==> src/rtl/pdm_pkg.sv <==
package pdm_pkg;
  parameter int DIGIT_COUNT = 4;
  localparam int WORD_W = 4 * DIGIT_COUNT;

  typedef logic [3:0]        bcd_digit_t;
  typedef logic [WORD_W-1:0] bcd_word_t;

  function automatic bcd_word_t to_bcd(input int unsigned value);
    bcd_word_t   w;
    int unsigned v;
    v = value;
    w = '0;
    for (int i = 0; i < DIGIT_COUNT; i++) begin
      w[4*i +: 4] = 4'(v % 10);
      v = v / 10;
    end
    return w;
  endfunction

  function automatic bcd_word_t all_e();
    bcd_word_t w;
    for (int i = 0; i < DIGIT_COUNT; i++) w[4*i +: 4] = 4'hE;
    return w;
  endfunction
endpackage

==> src/rtl/pdm_cycle_seq.sv <==
module pdm_cycle_seq #(
  parameter int WINDOW_CLKS = 64000,
  parameter int TAIL_CLKS   = 512,
  parameter int HOLD_CLKS   = 64
) (
  input  logic clk,
  input  logic rst,
  output logic win_first,
  output logic in_window,
  output logic xfer_now,
  output logic strobe_q,
  output logic done_q
);
  localparam int CYCLE = WINDOW_CLKS + TAIL_CLKS;
  localparam int CW    = $clog2(CYCLE);

  logic [CW-1:0] pos_q;

  always_ff @(posedge clk) begin
    if (rst)                         pos_q <= '0;
    else if (pos_q == CW'(CYCLE-1))  pos_q <= '0;
    else                             pos_q <= pos_q + 1'b1;
  end

  assign win_first = (pos_q == '0);
  assign in_window = (pos_q < CW'(WINDOW_CLKS));
  assign xfer_now  = (pos_q == CW'(WINDOW_CLKS));

  always_ff @(posedge clk) begin
    if (rst) begin
      strobe_q <= 1'b0;
      done_q   <= 1'b0;
    end else begin
      strobe_q <= xfer_now;
      done_q   <= (pos_q >= CW'(WINDOW_CLKS)) &&
                  ({1'b0, pos_q} < (CW+1)'(WINDOW_CLKS + HOLD_CLKS));
    end
  end

  // strobe never lasts two clocks
  p_strobe_single_r4: assert property (@(posedge clk) disable iff (rst)
    strobe_q |=> !strobe_q);
  // completion flag rises only together with the strobe
  p_done_start_r5: assert property (@(posedge clk) disable iff (rst)
    $rose(done_q) |-> strobe_q);
  // strobe always inside the completion interval
  p_strobe_in_done_r5: assert property (@(posedge clk) disable iff (rst)
    strobe_q |-> done_q);
endmodule

==> src/rtl/pdm_prescaler.sv <==
module pdm_prescaler #(
  parameter int PRESCALE = 32
) (
  input  logic clk,
  input  logic rst,
  input  logic clr,
  input  logic gate,
  output logic tick
);
  localparam int PW = (PRESCALE > 2) ? $clog2(PRESCALE) : 1;

  logic [PW-1:0] frac_q;
  logic [PW-1:0] base;

  assign base = clr ? '0 : frac_q;
  assign tick = gate && (base == PW'(PRESCALE-1));

  always_ff @(posedge clk) begin
    if (rst)       frac_q <= '0;
    else if (tick) frac_q <= '0;
    else if (gate) frac_q <= base + 1'b1;
    else           frac_q <= base;
  end

  // a count tick only comes from a gated clock
  p_tick_gated_r2: assert property (@(posedge clk) disable iff (rst)
    tick |-> gate);
endmodule

==> src/rtl/pdm_decade.sv <==
module pdm_decade (
  input  logic       clk,
  input  logic       rst,
  input  logic       clr,
  input  logic       inc,
  output logic [3:0] digit,
  output logic       carry
);
  logic [3:0] base;

  assign base  = clr ? 4'd0 : digit;
  assign carry = inc && (base == 4'd9);

  always_ff @(posedge clk) begin
    if (rst)        digit <= 4'd0;
    else if (carry) digit <= 4'd0;
    else if (inc)   digit <= base + 4'd1;
    else            digit <= base;
  end

  // each stage stays a legal decimal digit
  p_digit_legal_r2: assert property (@(posedge clk) disable iff (rst)
    digit <= 4'd9);
endmodule

==> src/rtl/pdm_bcd_accum.sv <==
module pdm_bcd_accum
  import pdm_pkg::*;
#(
  parameter int FULL_SCALE = 2000
) (
  input  logic      clk,
  input  logic      rst,
  input  logic      clr,
  input  logic      tick,
  output bcd_word_t count_bcd,
  output logic      ovf_q
);
  localparam bcd_word_t MAX_BCD = to_bcd(FULL_SCALE - 1);

  logic                 base_ovf;
  logic                 at_max;
  logic [DIGIT_COUNT:0] ripple;

  assign base_ovf  = clr ? 1'b0 : ovf_q;
  assign at_max    = !clr && (count_bcd == MAX_BCD);
  assign ripple[0] = tick && !base_ovf && !at_max;

  for (genvar g = 0; g < DIGIT_COUNT; g++) begin : g_stage
    pdm_decade u_dec (
      .clk   (clk),
      .rst   (rst),
      .clr   (clr),
      .inc   (ripple[g]),
      .digit (count_bcd[4*g +: 4]),
      .carry (ripple[g+1])
    );
  end

  always_ff @(posedge clk) begin
    if (rst) ovf_q <= 1'b0;
    else     ovf_q <= base_ovf || (tick && at_max);
  end

  // overflow stays set until the next window clear
  p_ovf_sticky_r3: assert property (@(posedge clk) disable iff (rst)
    (ovf_q && !clr) |=> ovf_q);
  // the count never runs past full scale
  p_no_overflow_r3: assert property (@(posedge clk) disable iff (rst)
    count_bcd <= MAX_BCD);
endmodule

==> src/rtl/pdm_bcd_converter.sv <==
module pdm_bcd_converter
  import pdm_pkg::*;
#(
  parameter int FULL_SCALE = 2000,
  parameter int PRESCALE   = 32,
  parameter int TAIL_CLKS  = 512,
  parameter int HOLD_CLKS  = 64
) (
  input  logic        clk,
  input  logic        rst,
  input  logic        comp_in,
  output logic        mod_out,
  output logic [15:0] result_bcd,
  output logic        overflow,
  output logic        xfer_strobe,
  output logic        conv_done
);
  localparam int WINDOW_CLKS = FULL_SCALE * PRESCALE;

  logic      win_first, in_window, xfer_now;
  logic      tick, ovf_q;
  bcd_word_t count_bcd;
  bcd_word_t result_q;
  logic      overflow_q;

  always_ff @(posedge clk) begin
    if (rst) mod_out <= 1'b0;
    else     mod_out <= comp_in;
  end

  pdm_cycle_seq #(
    .WINDOW_CLKS (WINDOW_CLKS),
    .TAIL_CLKS   (TAIL_CLKS),
    .HOLD_CLKS   (HOLD_CLKS)
  ) u_seq (
    .clk       (clk),
    .rst       (rst),
    .win_first (win_first),
    .in_window (in_window),
    .xfer_now  (xfer_now),
    .strobe_q  (xfer_strobe),
    .done_q    (conv_done)
  );

  pdm_prescaler #(.PRESCALE(PRESCALE)) u_pre (
    .clk  (clk),
    .rst  (rst),
    .clr  (win_first),
    .gate (mod_out && in_window),
    .tick (tick)
  );

  pdm_bcd_accum #(.FULL_SCALE(FULL_SCALE)) u_acc (
    .clk       (clk),
    .rst       (rst),
    .clr       (win_first),
    .tick      (tick),
    .count_bcd (count_bcd),
    .ovf_q     (ovf_q)
  );

  always_ff @(posedge clk) begin
    if (rst) begin
      result_q   <= '0;
      overflow_q <= 1'b0;
    end else if (xfer_now) begin
      result_q   <= ovf_q ? all_e() : count_bcd;
      overflow_q <= ovf_q;
    end
  end

  assign result_bcd = 16'(result_q);
  assign overflow   = overflow_q;

  // modulator bit is the previous comparator decision
  p_mod_follow_r1: assert property (@(posedge clk) disable iff (rst)
    !rst |=> mod_out == $past(comp_in));
  // overflow always shows the all-E code
  p_ovf_code_r3: assert property (@(posedge clk) disable iff (rst)
    overflow |-> result_q == all_e());
  // result moves only with a strobe
  p_result_hold_r6: assert property (@(posedge clk) disable iff (rst)
    !xfer_strobe |-> $stable(result_bcd) || $past(rst));
endmodule

==> config.mk <==
export PLATFORM = sky130hd
export DESIGN_NAME = pdm_bcd_converter
export DESIGN_NICKNAME = d
export VERILOG_FILES = /design/src/rtl/pdm_pkg.sv /design/src/rtl/pdm_cycle_seq.sv /design/src/rtl/pdm_prescaler.sv /design/src/rtl/pdm_decade.sv /design/src/rtl/pdm_bcd_accum.sv /design/src/rtl/pdm_bcd_converter.sv
export SDC_FILE = /design/constraint.sdc
export NUM_CORES = 1
export LEC_CHECK = 0
export BUFFER_PORTS_ARGS = -buffer_cell sky130_fd_sc_hd__clkbuf_2
export CORE_MARGIN = 2
export CORE_UTILIZATION = 40
export CTS_CLUSTER_DIAMETER = 150
export CTS_CLUSTER_SIZE = 16
export DETAILED_ROUTE_END_ITERATION = 10
export PLACE_DENSITY = 0.67
export SYNTH_ARGS = -nofsm -noshare
export SYNTH_HDL_FRONTEND = slang
export SYNTH_HIERARCHICAL = 1
export SYNTH_SLANG_ARGS = --single-unit
==> constraint.sdc <==
create_clock -name clk -period 7.35 [get_ports clk]
set_input_delay 1.1025 -clock clk [delete_from_list [all_inputs] [get_ports clk]]
set_output_delay 1.1025 -clock clk [all_outputs]
set_load 0.02 [all_outputs]
* Word level (Yosys, flattened, before mapping)
Cells that the tools add are included. W data, S select, Z words.
Word-level totals: flip-flop bits (word level) 58, bits of input ports 3, output and inout bits 20, logic and storage cells 63
Cells by class: $add $sub $neg 6, $lt $le $gt $ge 3, eq/ne operators 8, muxes and demuxes 12, reduce and logical (&&, ||, !) cells 22
Operators by type and width (number):
- $eq A16 B16 Y1 const B | 2
- $lt A16 B16 Y1 const B | 2
- $mux W4 | 8
- $add A16 B1 Y16 const B | 1
- $add A4 B1 Y4 const B | 4
- $eq A16 B13 Y1 const B | 1
- $eq A4 B4 Y1 const B | 4
- $ge A16 B16 Y1 const B | 1
- $logic_not A16 Y1 | 1
- $mux W16 | 1
- $reduce_or A2 Y1 | 6
- $logic_and A1 B1 Y1 | 11
- $mux W5 | 2
- $add A5 B1 Y5 const B | 1
- $eq A5 B5 Y1 const B | 1
- $logic_not A1 Y1 | 3
- $logic_or A1 B1 Y1 | 1
- $mux W1 | 1

* Logic depth before layout (Yosys ltp)
Gate-level depths: netlist of run 1.
depth after elaboration 11, gate-level depth with buffers 21, depth with buffers taken out 21

* By module
Netlist of run 1, hierarchy kept.
Modules (own cells, without submodules):
- pdm_decade | instances 4, cells each 23, area an instance 217.7 um2, seq. area each 80.1 um2
- pdm_cycle_seq | instances 1, cells each 93, area an instance 854.6 um2, seq. area each 360.3 um2
- pdm_bcd_converter | instances 1, cells each 77, area an instance 757.0 um2, seq. area each 360.3 um2
- pdm_prescaler | instances 1, cells each 29, area an instance 275.3 um2, seq. area each 100.1 um2
- pdm_bcd_accum | instances 1, cells each 12, area an instance 116.4 um2, seq. area each 20.0 um2

* Worst setup path after synthesis of run 1
No wires, ideal clock.
path type register -> register, from reg u_seq.pos_q[0], to reg u_acc.g_stage[3].u_dec.digit[3], library setup time 86 ps, arrival 5637 ps, required time 7264 ps, path slack 1627 ps, cell stages (with the launch flop) 18, buffers on the path 0, clock period less this slack 5723 ps, cell sequence dfxtp_1 -> inv_1 -> ha_1 -> or4b_1 -> or3_4 -> nor4_4 -> nor4b_2 -> nand4_1 -> o221a_2 -> nand3b_4 -> nor4b_1 -> nand3b_4 -> nor4b_1 -> nand3b_4 -> nor4b_1 -> nand3b_4 -> or3_1 -> a211oi_1
Between the ends: longest elaborated chain between the ends 11, elaborated cells on any way between the ends 28, those cells by class 1 x add/sub; 1 x order compare; 5 x eq/ne; 7 x mux; 14 x reduce/logical
RTL lines:
- from (decl) | RTL line pdm_cycle_seq.sv:17 | logic [CW-1:0] pos_q;
- from (signal assigned) | RTL line pdm_cycle_seq.sv:22 | else pos_q <= pos_q + 1'b1;
- $logic_not A16 Y1 * | RTL line pdm_cycle_seq.sv:25 | assign win_first = (pos_q == '0);
- net win_first | RTL line pdm_bcd_converter.sv:20 | logic win_first, in_window, xfer_now;
- $mux W5 | RTL line pdm_prescaler.sv:15 | assign base = clr ? '0 : frac_q;
- $eq A5 B5 Y1 | RTL line pdm_prescaler.sv:16 | assign tick = gate && (base == PW'(PRESCALE-1));
- $logic_and A1 B1 Y1 | RTL line pdm_prescaler.sv:16
- $logic_and A1 B1 Y1 | RTL line pdm_bcd_accum.sv:21 | assign ripple[0] = tick && !base_ovf && !at_max;
- $logic_and A1 B1 Y1 * | RTL line pdm_bcd_accum.sv:21
- net u_acc.ripple[0] | RTL line pdm_bcd_accum.sv:17 | logic [DIGIT_COUNT:0] ripple;
- $logic_and A1 B1 Y1 * | RTL line pdm_decade.sv:12 | assign carry = inc && (base == 4'd9);
- net u_acc.ripple[1] | RTL line pdm_bcd_accum.sv:17
- $logic_and A1 B1 Y1 * | RTL line pdm_decade.sv:12
- net u_acc.ripple[2] | RTL line pdm_bcd_accum.sv:17
- $logic_and A1 B1 Y1 * | RTL line pdm_decade.sv:12
- net u_acc.ripple[3] | RTL line pdm_bcd_accum.sv:17
- $logic_and A1 B1 Y1 | RTL line pdm_decade.sv:12
- $reduce_or A2 Y1 (no line)
- to (signal assigned) | RTL line pdm_decade.sv:17 | else if (inc) digit <= base + 4'd1;
- to (signal assigned) | RTL line pdm_decade.sv:18 | else digit <= base;
- to (decl) | RTL line pdm_decade.sv:6 | output logic [3:0] digit,
Mark *: on every way through the listed nets, which the timed path passes. The rest lies on a longest branch. A chain may end at the register's enable or synchronous reset.

* Final worst setup path of run 1
from reg u_seq.pos_q[0], to reg u_acc.g_stage[3].u_dec.digit[3]
Between the ends: longest elaborated chain between the ends 11, elaborated cells on any way between the ends 28, those cells by class 1 x add/sub; 1 x order compare; 5 x eq/ne; 7 x mux; 14 x reduce/logical
RTL lines:
- $logic_not A16 Y1 * | RTL line pdm_cycle_seq.sv:25
- net win_first | RTL line pdm_bcd_converter.sv:20
- $mux W5 * | RTL line pdm_prescaler.sv:15
- $eq A5 B5 Y1 * | RTL line pdm_prescaler.sv:16
- $logic_and A1 B1 Y1 * | RTL line pdm_prescaler.sv:16
- net tick | RTL line pdm_bcd_converter.sv:21 | logic tick, ovf_q;
- $logic_and A1 B1 Y1 * (2 in series) | RTL line pdm_bcd_accum.sv:21
- net u_acc.ripple[0] | RTL line pdm_bcd_accum.sv:17
- $logic_and A1 B1 Y1 * | RTL line pdm_decade.sv:12
- net u_acc.ripple[1] | RTL line pdm_bcd_accum.sv:17
- $logic_and A1 B1 Y1 * | RTL line pdm_decade.sv:12
- net u_acc.ripple[2] | RTL line pdm_bcd_accum.sv:17
- $logic_and A1 B1 Y1 * | RTL line pdm_decade.sv:12
- net u_acc.ripple[3] | RTL line pdm_bcd_accum.sv:17
- $logic_and A1 B1 Y1 | RTL line pdm_decade.sv:12
- $reduce_or A2 Y1 (no line)
Marked as above.

==> run metrics, run 1 <==
status=complete, no violations; Static Leak=1.17 nW; Max-cap violations=0; DP Wirelength=3380 um; antenna-violating nets left=0; Max-slew headroom=37.0%; register area=1160 um^2; hold crit path type=flop to flop; Max H-tree Level=3; most common cell after layout, fill and taps aside=nor2_1; Layout Skew=0.00687 ns; Tot Pwr=0.000616 W; DRC violations left=0; Worst Setup SP=u_seq/pos_q[0]; Max Root-Sink Buffers=2; Final Cycle Share=80.3%; Worst Tran Pin Value=0.931 ns; VDD IR max=0.116 mV; Syn Inst Count=302; I/O Buffers=22; WL final=5110 um; die area=7860 um^2; Worst EP required=7.59 ns; nets@finish=335; I/O pin cnt=23; vias in the first global route=1936; vias per cell=5.02; critical path endpoint category=flop; initial antenna violation count=0; pin count of the biggest net entering global routing=43; post-cts gate resize count=0; CTS root buf=clkbuf_8; reg-to-reg startpoint=u_seq/pos_q[0]; cell area after layout=3220 um^2; Antenna diodes=0; global route total overflow=0; Vias=2152; fmax=169 MHz; Setup Viol. Count Final=0; critical path fanouts, max=32; Final Hold Vio Count=0; most frequent cells in the layout=nor2_1, dfxtp_1, clkbuf_2, xnor2_1, nor2b_1; CP Data Arrival Time=6.15 ns; minimum clock period=5.90 ns; Post-Syn Area=2870 um^2; min-delay src=result_bcd[8]; Layout area overhead=12.4%; area of the multi-input gates=1580 um^2; Initial Utilization=41.7%; Core Util, Final=46.9%; fin. max-slew vios=0; CTS sink count=58; RePlAce Congestion=0.768; Post-CTS Setup Inserts=0; Core ar.=6870 um^2; FILL cells=646; Avg Cell Area, Syn=9.49 um^2; Power per Cell Area=191 nW/um^2; initial DRC count=127; TritonCTS clock tree=done; cts bufs inserted=9; Area after DPL=3040 um^2; Die X=88.6 um; total number of yosys warnings=6; later-pin clock latency in the skew report=0.33 ns; Die Y=88.6 um; Mapped Nets=309; RSZ-0062 raised after global routing=no; first-pass GRT wire length=8850 um; critical path type=flop to flop; 1st-pass router iterations=4; share of layout cells above drive strength 1=20.7%; setup TNS=0 ns; CP startpoint kind=flop; Tot GR Track Use=14.5%; CTS Hold Bufs=0; drt wl/cell=11.9 um; Worst-path clk slew=0.06 ns; # rows=30
-- critical path, cell delays in order, from the launching register on --
cell and delay (ns):
dfxtp_1 0.39, inv_1 0.06, ha_1 0.18, or4b_1 0.16, or3_4 0.14, nor4_4 0.04, buf_4 0.23, nor2b_1 0.23
ha_1 0.22, nand2_1 0.05, nor2_1 0.10, ha_1 0.19, and2_4 0.16, o221a_2 0.24, nand3b_4 0.11, nor4b_1 0.74
nand3b_4 0.15, nor4b_1 0.80, nand3b_4 0.17, nor4b_1 0.71, nand3b_4 0.14, or3_1 0.37, a211oi_1 0.23
-- metal layers --
layer | part of all wire [%] | global-route usage (%)
met5 | 0 | 0
met4 | 1.8 | 7.44
met3 | 3.4 | 4.66
met2 | 48 | 23.5
met1 | 46 | 17.3
-- power by group --
part	switching [W]	leakage [nW]	internal [W]
clock network	0.000116	0.0900	0.000150
registers	0.00000196	0.468	0.000317
logic	0.0000175	0.612	0.0000141
-- sequential cells by signal, summed over array words and instances, names as in the netlist --
| name | flops |
|---|---|
| result_bcd | 16 |
| u_seq/strobe_q | 1 |
| u_acc/g_stage.u_dec/digit | 16 |
| mod_out | 1 |
| u_acc/ovf_q | 1 |
| u_pre/frac_q | 5 |
| overflow | 1 |
| u_seq/done_q | 1 |
| u_seq/pos_q | 16 |
-- layout make-up --
class | count | share of cell area, %
clock inverters | 1 | 0.233
well taps | 96 | 3.73
flip-flops and latches | 58 | 36.0
repair buffers | 25 | 4.12
multi-input cells | 222 | 49.0
inverters | 12 | 1.40
clock buffers | 15 | 5.48
-- final timing paths --
kind / cells after the start / slack, ns / to
worst max-delay path: 22 / 1.45 / u_acc/g_stage[3].u_dec/digit[3]
worst min-delay path: 2 / 0.47 / result_bcd[8]
worst max register to register: 22 / 1.45 / u_acc/g_stage[3].u_dec/digit[3]
worst min register to register: 2 / 0.47 / result_bcd[8]
-- through the flow --
| step | hold slack, ns | setup WS (ns) | cells |
|---|---|---|---|
| 2_1_floorplan | 0.441 | 1.64 | 302 |
| 3_3_place_gp | 0.457 | 1.72 | 413 |
| 3_5_place_dp | 0.459 | 1.50 | 413 |
| 4_1_cts | 0.468 | 1.49 | 429 |
| 5_1_grt | 0.504 | 0.904 | 429 |
| 6_report | 0.467 | 1.45 | 429 |
Note: power is estimated with default switching activity, not from simulation.
==> run 2, diff against run 1 <==
- ABC_AREA: not set -> 1
- PLACE_DENSITY: 0.67 -> 0.69
- clock period: 7.35 -> 4.9 ns (I/O delays scaled with it)
==> run 2 against run 1 <==
Net effect: area after synthesis up 2.2%; global-route usage up 0.94 points; non-clock buffer count shrank 1; clock skew up 0.0015 ns; critical path type unchanged; critical endpoint unchanged.
==> run metrics, run 2 <==
RSZ-0062 raised after global routing=no; CP Data Arrival Time=4.40 ns; Worst EP required=5.11 ns; Setup Viol. Count Final=0; critical path endpoint category=flop; Tot Pwr=0.00101 W; Tot GR Track Use=15.5%; post-cts gate resize count=0; Max H-tree Level=3; Largest stage delay, worst path=0.43 ns; Die Y=89.6 um; Die X=89.6 um; Area after DPL=3100 um^2; met2 Usage GRT=24.0%; Max-slew headroom=68.4%; CTS Hold Bufs=0; Syn Inst Count=400; Worst-path clk slew=0.07 ns; DP Wirelength=4230 um; Placed Cells incl. Taps=518; Layout Skew=0.00835 ns; most common cell after layout, fill and taps aside=nand2_1; Worst Tran Pin Value=0.473 ns; minimum clock period=4.18 ns; Antenna diodes=0; Post-CTS Setup Inserts=0; CTS sink count=58; Layout area overhead=13.3%; 1st-pass router iterations=4; CP startpoint kind=flop; Initial Utilization=40.8%; pin count of the biggest net entering global routing=20; Static Leak=1.33 nW; most frequent cells in the layout=nand2_1, nor2_1, dfxtp_1; cts bufs inserted=9; Finished Layout Cells=534; status=complete, no violations; RePlAce Congestion=0.816; Max Root-Sink Buffers=2; Core ar.=7180 um^2; global route total overflow=0; critical path fanouts, max=9; total number of yosys warnings=6; Power per Cell Area=305 nW/um^2; # rows=31; FILL cells=718; Vias=2525; I/O pin cnt=23; later-pin clock latency in the skew report=0.33 ns; setup TNS=0 ns; fmax=239 MHz; grt peak-use layer=met2; Post-Syn Area=2930 um^2; nets@finish=437; vias per cell=4.73; initial antenna violation count=0; vias in the first global route=2232; Max-cap violations=0; critical path type=flop to flop; cell area after layout=3320 um^2; CTS root buf=clkbuf_8; VDD IR max=0.160 mV; I/O Buffers=22; Final Cycle Share=85.4%; WL final=5780 um; fin. max-slew vios=0; initial DRC count=129; DRC violations left=0; Mapped Nets=407; share of layout cells above drive strength 1=21.8%; drt wl/cell=10.8 um; first-pass GRT wire length=9800 um; Final Hold Vio Count=0; met1 Use GR=21.4%; hold crit path type=flop to flop; Worst path slowest cell=dfxtp_1; Avg Cell Area, Syn=7.32 um^2; die area=8020 um^2; routing usage on met3=2.22%; antenna-violating nets left=0; TritonCTS clock tree=done
==> run 2: worst paths after layout <==
check / start / to / slack (ns) / depth (start not counted)
worst min register to register: result_bcd[0] / result_bcd[0] / 0.47 / 2
worst max-delay path: u_seq/pos_q[0] / u_acc/g_stage[3].u_dec/digit[3] / 0.72 / 32
worst max register to register: u_seq/pos_q[0] / u_acc/g_stage[3].u_dec/digit[3] / 0.72 / 32
worst min-delay path: result_bcd[0] / result_bcd[0] / 0.47 / 2
==> run 2: cell type report <==
class	instances	area [um^2]	area share, %
sequential	58	1160	35.0
tap	99	124	3.73
inverter	47	176	5.32
timing repair buffer	24	125	3.77
multi-input combinational	290	1510	45.6
clock buffer	11	141	4.26
clock inverter	5	77.6	2.34
==> run 2: through the flow <==
step	setup slack [ns]	hold slack (ns)	util [%]
CTS	0.738	0.474	46.2
detailed placement	0.790	0.464	43.2
floorplan	1.08	0.449	-
global route	0.152	0.493	46.2
finish	0.716	0.470	46.2
global placement	0.980	0.457	43.2
==> run 2: layer usage <==
metal	vias to the layer above	routed length [um]
li1	1330	-
met1	1147	2890
met2	40	2600
met3	8	193
met4	0	89
met5	-	0
==> run 2: power breakdown <==
| group | leakage (nW) | switching, W | total, W | internal (W) |
|---|---|---|---|---|
| logic | 0.754 | 0.0000360 | 0.0000502 | 0.0000141 |
| registers | 0.468 | 0.00000377 | 0.000479 | 0.000475 |
| clock network | 0.109 | 0.000183 | 0.000482 | 0.000298 |
| total | 1.33 | 0.000223 | 0.00101 | 0.000788 |
==> run 2: worst max-delay path: cells and delay by family (launching register included) <==
kind / cells / cell delay [ns]
fa+ha+maj: 3 / 0.51
simple gates: 19 / 2.16
flops: 1 / 0.43
buf+inv: 9 / 0.91
compound gates: 1 / 0.05
==> run 3, diff against run 2 <==
- MAX_ROUTING_LAYER: not set -> met4
==> run 3 against run 2 <==
Net effect: register-to-register slack is essentially flat; die area did not move; clock skew about the same; sequential power barely moved; flip-flop and latch count did not move; total power fell by 0.11%; sequential share of layout area stayed put; combinational power about the same; global-route usage grew 0.49 points; clock power hardly changed; critical path type unchanged.
==> run metrics, run 3 (same netlist as run 2, synthesis figures left out) <==
pin count of the biggest net entering global routing=20; Critical R2R Capture=u_acc/g_stage[3].u_dec/digit[3]; Die Y=89.6 um; 1st-pass router iterations=5; Die X=89.6 um; register area=1160 um^2; Vias=2537; Static Leak=1.33 nW; pre-CTS setup slack=0.790 ns; critical path type=flop to flop; Power per Cell Area=304 nW/um^2; area of the multi-input gates=1510 um^2; minimum clock period=4.19 ns; DRC violations left=0; I/O pin cnt=23; TritonCTS clock tree=done; CTS Hold Bufs=0; DP Wirelength=4230 um; vias per cell=4.75; later-pin clock latency in the skew report=0.33 ns; Setup Viol. Count Final=0; fin. max-slew vios=0; Initial Utilization=40.8%; Reg2Reg Depth=32; Worst Hold End=result_bcd[0]; Final Hold Vio Count=0; fmax=239 MHz; Worst Tran Pin Value=0.473 ns; Post-CTS Setup Inserts=0; Max H-tree Level=3; R2R setup slack=0.71 ns; Worst-path clk slew=0.07 ns; Worst EP required=5.11 ns; Core ar.=7180 um^2; Worst path slowest cell=dfxtp_1; initial antenna violation count=0; nets@finish=437; WL final=5830 um; VDD IR max=0.161 mV; die area=8020 um^2; antenna-violating nets left=0; cts bufs inserted=9; Core Util, Final=46.2%; most common cell after layout, fill and taps aside=nand2_1; Antenna diodes=0; CP Data Arrival Time=4.40 ns; CP startpoint kind=flop; share of layout cells above drive strength 1=21.8%; # rows=31; Max-cap violations=0; vias in the first global route=2231; drt wl/cell=10.9 um; Layout area overhead=13.3%; post-cts gate resize count=0; most frequent cells in the layout=nand2_1, nor2_1, dfxtp_1; CTS sink count=58; global route total overflow=0; reg-to-reg startpoint=u_seq/pos_q[0]; Max-slew headroom=68.4%; Tot GR Track Use=16.0%; min-delay src=result_bcd[0]; Max Root-Sink Buffers=2; status=complete, no violations; RePlAce Congestion=0.829; fin worst setup slack=0.708 ns; initial DRC count=141; hold crit path type=flop to flop; critical path endpoint category=flop; setup TNS=0 ns; FILL cells=718; Largest stage delay, worst path=0.43 ns; CTS root buf=clkbuf_8; WHS Path Cells=2; Layout Skew=0.00803 ns; I/O Buffers=22; first-pass GRT wire length=9800 um; critical path fanouts, max=9; Final Cycle Share=85.5%; RSZ-0062 raised after global routing=no
==> run 3: cell counts in the layout (fill, tap and decap cells not counted) <==
Identical to the previous run, type by type.
==> run 3: stage by stage <==
step | power, W | cells | instance area [um^2] | hold WS [ns]
final | 0.00101 | 534 | 3320 | 0.469
after global routing | 0.00105 | 534 | 3320 | 0.493
after CTS | 0.00102 | 534 | 3320 | 0.474
after detailed placement | 0.000539 | 518 | 3100 | 0.464
after global placement | 0.000538 | 518 | 3100 | 0.457
after floorplan | 0.000528 | 400 | 2930 | 0.449
==> run 3: cell type report <==
type / instances / area share [%]
multi-input combinational: 290 / 45.6
inverter: 47 / 5.32
sequential: 58 / 35.0
timing repair buffer: 24 / 3.77
tap: 99 / 3.73
clock buffer: 11 / 4.26
clock inverter: 5 / 2.34
==> run 3: critical path: cells and delay by family, from the launching register on <==
kind                     cells  cell delay (ns)
buffers and inverters        9             0.92
adder cells (fa/ha/maj)      3             0.51
flip-flops                   1             0.43
AND/OR/NAND/NOR             19             2.17
AO/OA/AOI/OAI                1             0.05
==> run 3: worst max-delay path by stage <==
stage	startpoint	endpoint	slack, ns
after floorplan	u_seq/pos_q[6]	u_acc/g_stage[3].u_dec/digit[1]	1.08
after global placement	u_seq/pos_q[0]	u_acc/g_stage[3].u_dec/digit[2]	0.98
after detailed placement	u_seq/pos_q[0]	u_acc/g_stage[3].u_dec/digit[2]	0.79
after CTS	u_seq/pos_q[0]	u_acc/g_stage[3].u_dec/digit[3]	0.74
after global routing	u_seq/pos_q[0]	u_acc/g_stage[3].u_dec/digit[2]	0.15
final	u_seq/pos_q[0]	u_acc/g_stage[3].u_dec/digit[3]	0.71
==> run 3: metal layers <==
| layer | part of all wire (%) | wire length, um | track usage, % |
|---|---|---|---|
| met5 | 0 | 0 | - |
| met4 | 1.7 | 99 | 6.65 |
| met3 | 3.6 | 207 | 2.22 |
| met2 | 44 | 2590 | 23.9 |
| met1 | 50 | 2930 | 21.5 |
==> run 3: where the power goes <==
part | internal, W | switching, W | total, W
registers | 0.000475 | 0.00000377 | 0.000479
clock network | 0.000298 | 0.000182 | 0.000480
logic | 0.0000141 | 0.0000363 | 0.0000505
